File: config.mk
export PLATFORM = sky130hd
export DESIGN_NAME = cfg_window_decoder
export DESIGN_NICKNAME = d
export VERILOG_FILES = /design/src/rtl/cfgw_pkg.sv /design/src/rtl/cfgw_addr_decode.sv /design/src/rtl/cfgw_idsel_decode.sv /design/src/rtl/cfgw_lane_merge.sv /design/src/rtl/cfg_window_decoder.sv
export SDC_FILE = /design/constraint.sdc
export NUM_CORES = 1
export LEC_CHECK = 0
export ABC_CLOCK_PERIOD_IN_PS = 16200
export BUFFER_PORTS_ARGS = -buffer_cell sky130_fd_sc_hd__buf_2
export CAP_MARGIN = 20
export CORE_MARGIN = 4
export CORE_UTILIZATION = 40
export CTS_CLUSTER_SIZE = 12
export DETAILED_ROUTE_END_ITERATION = 6
export GPL_TIMING_DRIVEN = 0
export PLACE_DENSITY = 0.63
export SETUP_SLACK_MARGIN = 0.3
export SYNTH_ARGS = -nofsm -noshare
export SYNTH_HDL_FRONTEND = slang
export SYNTH_SLANG_ARGS = --single-unit
File: constraint.sdc
create_clock -name clk -period 16.2 [get_ports clk]
set_input_delay 3.24 -clock clk [delete_from_list [all_inputs] [get_ports clk]]
set_output_delay 3.24 -clock clk [all_outputs]
set_load 0.01 [all_outputs]
File: src/rtl/cfgw_pkg.sv
`timescale 1ns/1ps
package cfgw_pkg;
  typedef enum logic [1:0] {FN_IO = 2'd0, FN_CADDR = 2'd1, FN_CDATA = 2'd2} fn_e;
  typedef enum logic [1:0] {ST_IDLE = 2'd0, ST_EXEC = 2'd1, ST_MERGE = 2'd2} st_e;

  function automatic logic [31:0] swap32(input logic [31:0] v);
    return {v[7:0], v[15:8], v[23:16], v[31:24]};
  endfunction
endpackage

File: src/rtl/cfgw_addr_decode.sv
`timescale 1ns/1ps
module cfgw_addr_decode
  import cfgw_pkg::*;
#(
  parameter int OFS_W = 24
) (
  input  logic [OFS_W-1:0] offset,
  output fn_e              fn
);
  localparam int SEL_HI = OFS_W - 1;

  always_comb begin
    unique case (offset[SEL_HI -: 2])
      2'd2:    fn = FN_CADDR;
      2'd3:    fn = FN_CDATA;
      default: fn = FN_IO;
    endcase
  end
endmodule

File: src/rtl/cfgw_idsel_decode.sv
`timescale 1ns/1ps
module cfgw_idsel_decode #(
  parameter int IDSEL_W = 21,
  parameter int IDX_W   = $clog2(IDSEL_W)
) (
  input  logic [IDSEL_W-1:0] idsel,
  output logic               single,
  output logic [IDX_W-1:0]   idx
);
  always_comb begin
    single = $onehot(idsel);
    idx    = '0;
    for (int i = 0; i < IDSEL_W; i++) begin
      if (idsel[i]) idx = idx | IDX_W'(i);
    end
  end
endmodule

File: src/rtl/cfgw_lane_merge.sv
`timescale 1ns/1ps
module cfgw_lane_merge #(
  parameter int DW = 32,
  parameter int NB = DW / 8
) (
  input  logic [DW-1:0] reg_val,
  input  logic [DW-1:0] cpu_wdata,
  input  logic [1:0]    off,
  input  logic [2:0]    size,
  output logic [DW-1:0] merged,
  output logic [DW-1:0] extracted
);
  always_comb begin
    merged    = reg_val;
    extracted = '0;
    for (int i = 0; i < NB; i++) begin
      if (i < int'(size)) begin
        extracted = extracted << 8;
        if (int'(off) + i < NB) begin
          extracted[7:0] = reg_val[8*(int'(off)+i) +: 8];
          merged[8*(int'(off)+i) +: 8] = cpu_wdata[8*(int'(size)-1-i) +: 8];
        end
      end
    end
  end
endmodule

File: src/rtl/cfg_window_decoder.sv
`timescale 1ns/1ps
module cfg_window_decoder
  import cfgw_pkg::*;
#(
  parameter int OFS_W    = 24,
  parameter int IDSEL_W  = 21,
  parameter int DEV_BASE = 11,
  parameter int DEV_W    = 5
) (
  input  logic               clk,
  input  logic               rst_n,
  input  logic               req_valid,
  output logic               req_ready,
  input  logic               req_write,
  input  logic [OFS_W-1:0]   req_offset,
  input  logic [2:0]         req_size,
  input  logic [31:0]        req_wdata,
  output logic               rsp_valid,
  output logic [31:0]        rsp_rdata,
  output logic               cfg_rd,
  output logic               cfg_wr,
  output logic [DEV_W-1:0]   cfg_dev,
  output logic [5:0]         cfg_reg,
  output logic [31:0]        cfg_wdata,
  input  logic [31:0]        cfg_rdata,
  input  logic [IDSEL_W-1:0] dev_present,
  output logic               io_rd,
  output logic               io_wr,
  output logic [OFS_W-1:0]   io_addr,
  output logic [2:0]         io_size,
  output logic [31:0]        io_wdata,
  input  logic [31:0]        io_rdata,
  input  logic               io_claim
);
  localparam int IDX_W   = $clog2(IDSEL_W);
  localparam int SEL_LSB = 11;

  st_e               state;
  fn_e               fn;
  logic              r_write;
  logic [OFS_W-1:0]  r_ofs;
  logic [2:0]        r_size;
  logic [31:0]       r_wdata;
  logic [31:0]       caddr;
  logic [31:0]       held;
  logic [IDSEL_W-1:0] idsel;
  logic              single;
  logic [IDX_W-1:0]  idx;
  logic              cfg_ok;
  logic              aligned;
  logic              in_exec_data;
  logic [31:0]       lane_src;
  logic [31:0]       merged;
  logic [31:0]       extracted;
  logic              unused_caddr_bits;

  cfgw_addr_decode #(.OFS_W(OFS_W)) u_dec (.offset(r_ofs), .fn(fn));

  assign idsel = caddr[SEL_LSB +: IDSEL_W];
  cfgw_idsel_decode #(.IDSEL_W(IDSEL_W)) u_sel (.idsel(idsel), .single(single), .idx(idx));

  assign lane_src = (state == ST_MERGE) ? held : cfg_rdata;
  cfgw_lane_merge u_lane (
    .reg_val(lane_src), .cpu_wdata(r_wdata), .off(r_ofs[1:0]), .size(r_size),
    .merged(merged), .extracted(extracted)
  );

  assign unused_caddr_bits = ^{caddr[10:8], caddr[1]};

  assign cfg_ok       = !caddr[0] && single && dev_present[idx];
  assign aligned      = (r_size == 3'd4) && (r_ofs[1:0] == 2'd0);
  assign in_exec_data = (state == ST_EXEC) && (fn == FN_CDATA) && cfg_ok;

  assign req_ready = (state == ST_IDLE);
  assign cfg_dev   = DEV_W'(idx) + DEV_W'(DEV_BASE);
  assign cfg_reg   = caddr[7:2];
  assign cfg_rd    = in_exec_data && (!r_write || !aligned);
  assign cfg_wr    = (in_exec_data && r_write && aligned) || (state == ST_MERGE);
  assign cfg_wdata = aligned ? swap32(r_wdata) : merged;

  assign io_rd    = (state == ST_EXEC) && (fn == FN_IO) && !r_write;
  assign io_wr    = (state == ST_EXEC) && (fn == FN_IO) && r_write;
  assign io_addr  = r_ofs;
  assign io_size  = r_size;
  assign io_wdata = r_wdata;

  always_ff @(posedge clk or negedge rst_n) begin
    if (!rst_n) begin
      state     <= ST_IDLE;
      rsp_valid <= 1'b0;
      rsp_rdata <= '0;
      caddr     <= '0;
      held      <= '0;
      r_write   <= 1'b0;
      r_ofs     <= '0;
      r_size    <= '0;
      r_wdata   <= '0;
    end else begin
      rsp_valid <= 1'b0;
      unique case (state)
        ST_IDLE: begin
          if (req_valid) begin
            r_write <= req_write;
            r_ofs   <= req_offset;
            r_size  <= req_size;
            r_wdata <= req_wdata;
            state   <= ST_EXEC;
          end
        end
        ST_EXEC: begin
          state     <= ST_IDLE;
          rsp_valid <= 1'b1;
          rsp_rdata <= '0;
          unique case (fn)
            FN_CADDR: begin
              if (r_write) caddr <= swap32(r_wdata);
              else         rsp_rdata <= swap32(caddr);
            end
            FN_CDATA: begin
              if (!cfg_ok) begin
                if (!r_write) rsp_rdata <= '1;
              end else if (!r_write) begin
                rsp_rdata <= extracted;
              end else if (!aligned) begin
                held      <= cfg_rdata;
                rsp_valid <= 1'b0;
                state     <= ST_MERGE;
              end
            end
            default: begin
              if (!r_write && io_claim) rsp_rdata <= io_rdata;
            end
          endcase
        end
        ST_MERGE: begin
          state     <= ST_IDLE;
          rsp_valid <= 1'b1;
          rsp_rdata <= '0;
        end
        default: state <= ST_IDLE;
      endcase
    end
  end

  p_rsp_pulse_r11: assert property (@(posedge clk) disable iff (!rst_n)
    rsp_valid |=> !rsp_valid);
  p_no_accept_busy_r11: assert property (@(posedge clk) disable iff (!rst_n)
    (cfg_rd || cfg_wr || io_rd || io_wr) |-> !req_ready);
  p_single_strobe_r8: assert property (@(posedge clk) disable iff (!rst_n)
    !(cfg_rd && cfg_wr));
  p_merge_after_read_r8: assert property (@(posedge clk) disable iff (!rst_n)
    (state == ST_MERGE) |-> $past(cfg_rd));
  p_type1_quiet_r3: assert property (@(posedge clk) disable iff (!rst_n)
    (cfg_rd || cfg_wr) |-> !caddr[0]);
  p_onehot_sel_r4: assert property (@(posedge clk) disable iff (!rst_n)
    (cfg_rd || cfg_wr) |-> $onehot(idsel));
  p_present_r6: assert property (@(posedge clk) disable iff (!rst_n)
    (cfg_rd || cfg_wr) |-> dev_present[idx]);
  p_idx_hits_r5: assert property (@(posedge clk) disable iff (!rst_n)
    single |-> idsel[idx]);
  p_io_cfg_excl_r1: assert property (@(posedge clk) disable iff (!rst_n)
    (io_rd || io_wr) |-> !(cfg_rd || cfg_wr));
endmodule

==> results.txt, run 1 <==
----------------------------------------------------
[Status]
  Outcome ... finished, violations left
  Violations in the final reports ... DRC

[Detailed routing]
  Avg WL per Cell ... approximately 26 microns
  Vias ... 12000
  Detailed Route WL ... about 51 mm
  1st-iter DRT viols ... 1296
  Via-to-Cell Ratio ... 6.14
  Drt first pass iters ... 7
  Post-detailed-route count of antenna-violating nets ... 0
  DRC ... 1

[Setup path]
  CP max stage delay ... 0.55 ns
  Most repeated library cell on the critical path ... sky130_fd_sc_hd__fa_1
  Required time of the worst setup path ... 12.96 ns
  Critical path launch point type ... register
  Worst Setup End Kind ... primary output
  Critical path arrival ... roughly 5.5 ns
  Slowest cell on the critical path ... sky130_fd_sc_hd__fa_1
  Reg2Reg Launch Point ... caddr[14]$_DFFE_PN0P_
  Setup Crit Path Kind ... reg2out
  Sequence of cells on the critical path ... inv_1 > ha_1 > inv_1 > fa_1 > fa_1 > fa_1 > fa_1 > inv_1 > fa_1 > nor3_1 > nand3_1 > a21oi_1 > buf_2 > and3_1 > buf_2
  Largest fanout on the critical path ... 10
  Worst setup path startpoint ... caddr[14]$_DFFE_PN0P_

[Final layout]
  Fillers ... between 2000 and 3000
  Area of the multi-input gates ... 7430 sq um
  Area added between synthesis and finish ... 21.7%
  Share of cells above drive strength 1 ... roughly a third
  Number of diodes added for antenna fixing ... 0
  Post-route cell area ... between 10000 and 15000 sq um
  NumNets Final ... ~1800
  Leading cell type in the layout, fill and taps excluded ... sky130_fd_sc_hd__buf_2
  Fin util ... 49.3%
  Final std cells w/o fill ... roughly 2000
  Register cell area after layout ... around 4000 sq um
  Commonest cells after routing, fill and taps aside ... sky130_fd_sc_hd__buf_2, sky130_fd_sc_hd__dfrtp_1, sky130_fd_sc_hd__mux2_2

[Die]
  Starting density of the core ... 40.5%
  Vertical die dimension ... 182 microns
  Die Area ... between 30000 and 40000 sq um
  Die Width ... 182 microns
  Number of top-level design ports ... 289
  Core Box Area ... ~30000 sq um
  Number of cell rows ... 63

[Clock network]
  CTS clock-pin slew for the worst setup and hold paths ... 0.08 ns
  CTS Buffer Depth ... 2
  Post-CTS Setup Bufs ... 0
  CTS sink cnt ... around 160
  Number of buffers added by the clock tree synthesis step ... 17
  TritonCTS clock tree ... done
  Cell chosen for the clock root ... sky130_fd_sc_hd__clkbuf_16
  Clock H-tree levels ... 4
  Later-pin clock latency in the skew report ... 0.46 ns
  CTS resizes ... 0
  Hold buffers post-CTS ... 0

[Synth]
  Syn Nets ... around 1400
  Flip-flop and latch count after synthesis ... approximately 160
  Number of enable flip-flop cells after synthesis ... 0
  YS warnings ... 0
  Post-synthesis instance area ... approximately 12000 sq um
  Sequential area share after synthesis ... 33.0%
  Number of different library cells in the post-synthesis netlist ... 81
  Gate count after technology mapping ... around 1200
  Top_reg_cell synth ... sky130_fd_sc_hd__dfrtp_1
  Synthesized area divided by synthesized cell count ... just under 10 sq um
  Share of flip-flops with an asynchronous set or reset ... between 90% and 100%

[Min path]
  Worst min-delay path startpoint ... rsp_rdata[15]$_DFFE_PN0P_
  HP Class ... reg2reg

[Place]
  Detailed placer's ending HPWL ... 40.6 mm
  Count of input and output buffers ... between 200 and 300
  Total placed instance area ... between 10000 and 15000 sq um
  DP Worst Slack ... about 8 ns
  Final RePlAce weighted congestion ... 1.02
  Number of placed instances with taps included ... around 1900

[Global routing]
  Initial antenna violation count ... 0
  Number of global-route vias before repair ... around 12000
  Remaining global-route overflow ... 0
  Global Route Usage Sum ... a little under a third
  Pin count of the biggest net entering global routing ... between 80 and 90
  Global-route wire length before repair ... ~75 mm

[Pwr]
  Overall power after layout ... around 4.0 mW
  Leak Pwr ... 6.44 nW
  Peak supply drop ... approximately 0.00024 V
  Areal power density over the cells ... between 200 and 300 nW/um^2

[Timing]
  Slew at the pin closest to its max-slew limit ... just under 1 ns
  Post-route worst hold slack ... 0.493 ns
  Max Fclk ... 115 MHz
  Number of pins exceeding their max-slew limit in the final report ... 0
  Unrepaired setup endpoints after global routing ... no
  Final period utilization ... between 50% and 60%
  Crit path time final ... 8.71 ns
  Normalized max-slew margin ... about a third
  Setup TNS after final layout ... 0 ns
  Hold violation total from the final report ... 0
  Total of endpoints with negative setup slack in the final report ... 0
  Post-route clock skew ... approximately 0.014 ns
  Fin worst setup slack ... approximately 7.5 ns

[Run]
  Max capacitance violation total ... 0

----------------------------------------------------
==> state kept, by name, indices dropped and copies added (netlist names) <==
signal     cells
caddr         32
io_addr       24
held          32
rsp_valid      1
r_write        1
io_wdata      32
state          2
io_size        3
rsp_rdata     32
==> synthesized netlist by cell type, types with 8 or more instances <==
cell type,number,area (sq um)
sky130_fd_sc_hd__mux4_2,18,405
sky130_fd_sc_hd__nand3_1,33,165
sky130_fd_sc_hd__o21ai_0,57,285
sky130_fd_sc_hd__a311oi_1,8,70.1
sky130_fd_sc_hd__ha_1,37,463
sky130_fd_sc_hd__a221o_1,20,200
sky130_fd_sc_hd__o221ai_1,9,78.8
sky130_fd_sc_hd__mux2_4,29,435
sky130_fd_sc_hd__a21oi_1,54,270
sky130_fd_sc_hd__a22o_1,11,96.3
sky130_fd_sc_hd__buf_2,10,50.1
sky130_fd_sc_hd__nor2_1,85,319
sky130_fd_sc_hd__fa_1,15,300
sky130_fd_sc_hd__dfrtp_1,159,3980
sky130_fd_sc_hd__mux2_2,115,1290
sky130_fd_sc_hd__o22ai_1,34,213
sky130_fd_sc_hd__mux2i_1,36,360
sky130_fd_sc_hd__inv_1,59,221
sky130_fd_sc_hd__a221oi_1,10,87.6
sky130_fd_sc_hd__nand2b_1,9,56.3
sky130_fd_sc_hd__nor3_1,12,60.1
sky130_fd_sc_hd__and2_1,11,68.8
sky130_fd_sc_hd__o2bb2ai_1,13,114
sky130_fd_sc_hd__nor2b_1,20,125
sky130_fd_sc_hd__a22oi_1,55,413
sky130_fd_sc_hd__a211oi_1,16,120
sky130_fd_sc_hd__nand2_1,96,360
sky130_fd_sc_hd__clkbuf_1,54,203
sky130_fd_sc_hd__buf_1,18,67.6
==> worst max-delay path, delay by kind of cell, from the launching register on <==
family                     cells  cell delay, ns
DFF                            1            0.52
adders and majority gates      6            2.72
and+or+nand+nor                3            0.67
buffers and inverters          5            0.65
AOI/OAI and AO/OA              1            0.42
==> power breakdown <==
part           switching, mW  leakage [nW]  internal [mW]  total (mW)
clock                  0.198         0.311          0.251       0.449
combinational           1.60          4.18           1.08        2.68
sequential             0.287          1.94          0.587       0.874
total                   2.08          6.44           1.92        4.00
==> final cells by class <==
type	instances	share of cell area, %
Buffer	92	2.77
Clock buffer	17	2.90
Clock inverter	15	1.48
Inverter	63	1.61
Multi-Input combinational cell	927	50.7
Sequential cell	159	27.1
Tap cell	390	3.33
Timing Repair Buffer	290	10.1
==> metal layers <==
| metal | vias to the layer above | share of wire (%) | track usage, % |
|---|---|---|---|
| met3 | 120 | 9.6 | 7.13 |
| met2 | 721 | 45 | 46.6 |
| met4 | 0 | 3.7 | 10.3 |
| met5 | - | 0 | 0 |
| li1 | 5304 | - | - |
| met1 | 5854 | 42 | 41.7 |
==> final timing paths <==
path | endpoint | slack [ns] | cells after the start
max in group asynchronous | io_addr[6]$_DFFE_PN0P_ | 12.56 | 2
worst max-delay path | cfg_rd | 7.49 | 15
min in group asynchronous | rsp_rdata[25]$_DFFE_PN0P_ | 2.80 | 1
worst min register to register | rsp_rdata[15]$_DFFE_PN0P_ | 0.49 | 1
worst min-delay path | rsp_rdata[15]$_DFFE_PN0P_ | 0.49 | 1
worst max register to register | held[6]$_DFFE_PN0P_ | 10.71 | 15
==> logic make-up after synthesis <==
family          after synthesis  share of synthesized area (%)
fa+ha+maj                    52                           6.33
xor+xnor                      5                          0.363
simple gates                310                           12.6
buf+inv                     155                           5.34
compound gates              362                           21.6
mux                         198                           20.7
flops                       159                           33.0
(Power assumes the default switching activity.)
==> run 2, diff against run 1 <==
Settings changed: ABC_AREA set to 1, ABC_CLOCK_PERIOD_IN_PS 16200 to 8930, PLACE_DENSITY 0.63 to 0.62.
Clock period 16.2 ns to 8.93 ns, I/O delays scaled along.
==> results.txt, run 2 <==
----------------------------------------------------
[Status]
  Outcome ... finished, final reports clean

[Timing]
  Final period utilization ... slightly above 80%
  Number of pins exceeding their max-slew limit in the final report ... 0
  Total of endpoints with negative setup slack in the final report ... 0
  Setup TNS after final layout ... 0 ns
  Post-route worst hold slack ... 0.472 ns
  Crit path time final ... roughly 7.3 ns
  Normalized max-slew margin ... a little under two fifths
  Max Fclk ... 137 MHz
  Unrepaired setup endpoints after global routing ... no
  Post-route clock skew ... 0.0108 ns
  Slew at the pin closest to its max-slew limit ... ~0.94 ns
  Hold violation total from the final report ... 0

[Final layout]
  Share of cells above drive strength 1 ... between 10% and 20%
  NumNets Final ... ~2600
  Number of diodes added for antenna fixing ... 0
  Leading cell type in the layout, fill and taps excluded ... sky130_fd_sc_hd__nand2_1
  Commonest cells after routing, fill and taps aside ... sky130_fd_sc_hd__nand2_1, sky130_fd_sc_hd__buf_2, sky130_fd_sc_hd__nand3_1
  Post-route cell area ... between 15000 and 20000 sq um
  Area added between synthesis and finish ... 19.6%

[Place]
  Final RePlAce weighted congestion ... about 1.0
  Total placed instance area ... about 15000 sq um
  Detailed placer's ending HPWL ... ~50 mm
  Count of input and output buffers ... around 290

[Clock network]
  CTS Buffer Depth ... 2
  CTS sink cnt ... between 150 and 200
  CTS clock-pin slew for the worst setup and hold paths ... ~0.070 ns
  TritonCTS clock tree ... done
  Later-pin clock latency in the skew report ... 0.46 ns
  Clock H-tree levels ... 4
  Post-CTS Setup Bufs ... 0
  Number of buffers added by the clock tree synthesis step ... 17
  Cell chosen for the clock root ... sky130_fd_sc_hd__clkbuf_16
  Hold buffers post-CTS ... 0
  CTS resizes ... 0

[Setup path]
  Largest fanout on the critical path ... 7
  Sequence of cells on the critical path ... ha_1 > fa_1 > inv_1 > fa_1 > fa_1 > fa_1 > inv_1 > fa_1 > nor2_1 > o2111ai_1 > a21oi_4 > nand2_2 > nor2_4 > nand2_1 > o21bai_1 > buf_2
  Required time of the worst setup path ... a little over 7 ns
  Setup Crit Path Kind ... reg2out
  Worst Setup End Kind ... primary output
  Critical path launch point type ... register
  CP max stage delay ... 0.55 ns
  Critical path arrival ... between 5 and 6 ns
  Slowest cell on the critical path ... sky130_fd_sc_hd__fa_1
  Most repeated library cell on the critical path ... sky130_fd_sc_hd__fa_1

[Synth]
  Library cell with the highest instance count after synthesis ... sky130_fd_sc_hd__nand2_1
  Flip-flop and latch count after synthesis ... 159
  Post-synthesis instance area ... approximately 13000 sq um
  Top cell type's share of synthesized area ... between 30% and 40%
  Number of enable flip-flop cells after synthesis ... 0
  Gate count after technology mapping ... 2070
  Leading post-synthesis cells by cell area ... sky130_fd_sc_hd__dfrtp_1, sky130_fd_sc_hd__nand2_1, sky130_fd_sc_hd__nand3_1
  Synthesized area divided by synthesized cell count ... roughly 6.4 sq um
  Number of different library cells in the post-synthesis netlist ... 46
  YS warnings ... 0
  Sequential area share after synthesis ... between 30% and 40%
  Share of flip-flops with an asynchronous set or reset ... 100%
  Top_reg_cell synth ... sky130_fd_sc_hd__dfrtp_1
  Ranking of synthesized cells by instance count ... sky130_fd_sc_hd__nand2_1, sky130_fd_sc_hd__nand3_1, sky130_fd_sc_hd__dfrtp_1
  Syn Nets ... 2271
  Cell type with the highest aggregate area in the netlist ... sky130_fd_sc_hd__dfrtp_1

[Die]
  Number of cell rows ... 66
  Starting density of the core ... 40.5%
  Die Area ... 35900 sq um
  Die Width ... between 150 and 200 microns
  Core Box Area ... around 33000 sq um
  Vertical die dimension ... roughly 190 microns
  Number of top-level design ports ... around 290

[Detailed routing]
  Detailed Route WL ... approximately 60 mm
  1st-iter DRT viols ... between 1500 and 2000
  Via-to-Cell Ratio ... 5.50
  Vias ... 15600
  Drt first pass iters ... 6
  Post-detailed-route count of antenna-violating nets ... 0
  Avg WL per Cell ... 21.1 microns
  DRC ... 0

[Global routing]
  Pin count of the biggest net entering global routing ... roughly 120
  Global-route wire length before repair ... 89.3 mm
  Global Route Usage Sum ... between 30% and 40%
  Remaining global-route overflow ... 0
  Initial antenna violation count ... 1
  Number of global-route vias before repair ... about 15000

[Pwr]
  Sequential group share of total power ... around 18%
  Leak Pwr ... between 8 and 9 nW
  Relative contribution of the clock network to total power ... about a tenth
  Overall power after layout ... 7.59 mW
  Logic gate share of total power ... just over 70%
  Switch Pwr ... roughly 4.4 mW
  Areal power density over the cells ... slightly below 500 nW/um^2
  Peak supply drop ... between 0.0005 and 0.0006 V
  Internal power summed over all cells ... between 3 and 4 mW
  Switching share of power ... between 50 and 60%

[Run]
  Max capacitance violation total ... 0

[Min path]
  HP Class ... reg2reg

----------------------------------------------------
[run 2: changes by cell type in the layout (fill, tap and decap cells not counted), sizes merged, moves of 24 or more]
cell and change:
nand2 +649, nand3 +224, mux2 -122, inv +82, o21ai +82, nor2 +69
a21oi +68, a22oi -54, o22ai -33, mux2i -29, a211oi +28, nand4 +25
clkbuf +24
[run 2: power groups by stage]
stage / Sequential [mW] / Clock [mW] / Combinational (mW)
floorplan: 1.32 / 0 / 3.55
global placement: 1.35 / 0 / 5.36
detailed placement: 1.35 / 0 / 5.45
CTS: 1.34 / 0.717 / 5.47
global route: 1.38 / 0.752 / 6.18
finish: 1.35 / 0.710 / 5.52
[run 2: path summary, 6_finish.rpt]
check	start	to	slack [ns]	cells past startpoint
worst max-delay path	caddr[11]$_DFFE_PN0P_	cfg_wr	1.61	16
worst min-delay path	held[2]$_DFFE_PN0P_	held[2]$_DFFE_PN0P_	0.47	2
worst max register to register	caddr[11]$_DFFE_PN0P_	held[16]$_DFFE_PN0P_	3.85	17
worst min register to register	held[2]$_DFFE_PN0P_	held[2]$_DFFE_PN0P_	0.47	2
max in group asynchronous	rst_n	io_wdata[0]$_DFFE_PN0P_	6.77	2
min in group asynchronous	rst_n	rsp_rdata[1]$_DFFE_PN0P_	1.21	1
[run 2: cell families (layout without fill, tap and decap cells)]
logic type / after synthesis / in the layout / share of synthesized area (%)
xor+xnor: 6 / 6 / 0.399
flops: 159 / 159 / 30.2
simple gates: 1210 / 1210 / 38.4
mux: 29 / 29 / 2.41
fa+ha+maj: 52 / 52 / 5.79
buf+inv: 285 / 606 / 8.86
compound gates: 329 / 329 / 14.0
[run 2: critical path, delay by kind of cell (launching register included)]
kind            cells  cell delay (ns)
flops               1             0.43
buf+inv             3             0.32
fa+ha+maj           6             2.86
compound gates      3             0.77
simple gates        4             0.70
[run 2: stage by stage]
step / utilization [%] / cells / worst slack [ns]
2_1_floorplan: - / 2070 / 2.91
3_3_place_gp: 46.6 / 2800 / 2.19
3_5_place_dp: 46.8 / 2801 / 2.10
4_1_cts: 48.5 / 2833 / 1.62
5_1_grt: 48.5 / 2833 / 1.44
6_report: 48.5 / 2833 / 1.61
[run 2: layer usage]
metal,vias up,track usage [%],routed length (microns)
met3,104,5.40,4490
met2,714,51.8,27100
met1,7382,44.8,26300
li1,7376,-,-
met4,2,10.7,1960
met5,-,0,8
[run 2: area by class of cell]
cell class	count	area, sq um
Inverter	155	582
Sequential cell	159	3980
Buffer	130	586
Tap cell	442	553
Clock inverter	12	104
Fill cell	3592	16800
Clock buffer	20	447
Timing Repair Buffer	289	1480
Multi-Input combinational cell	1626	8040
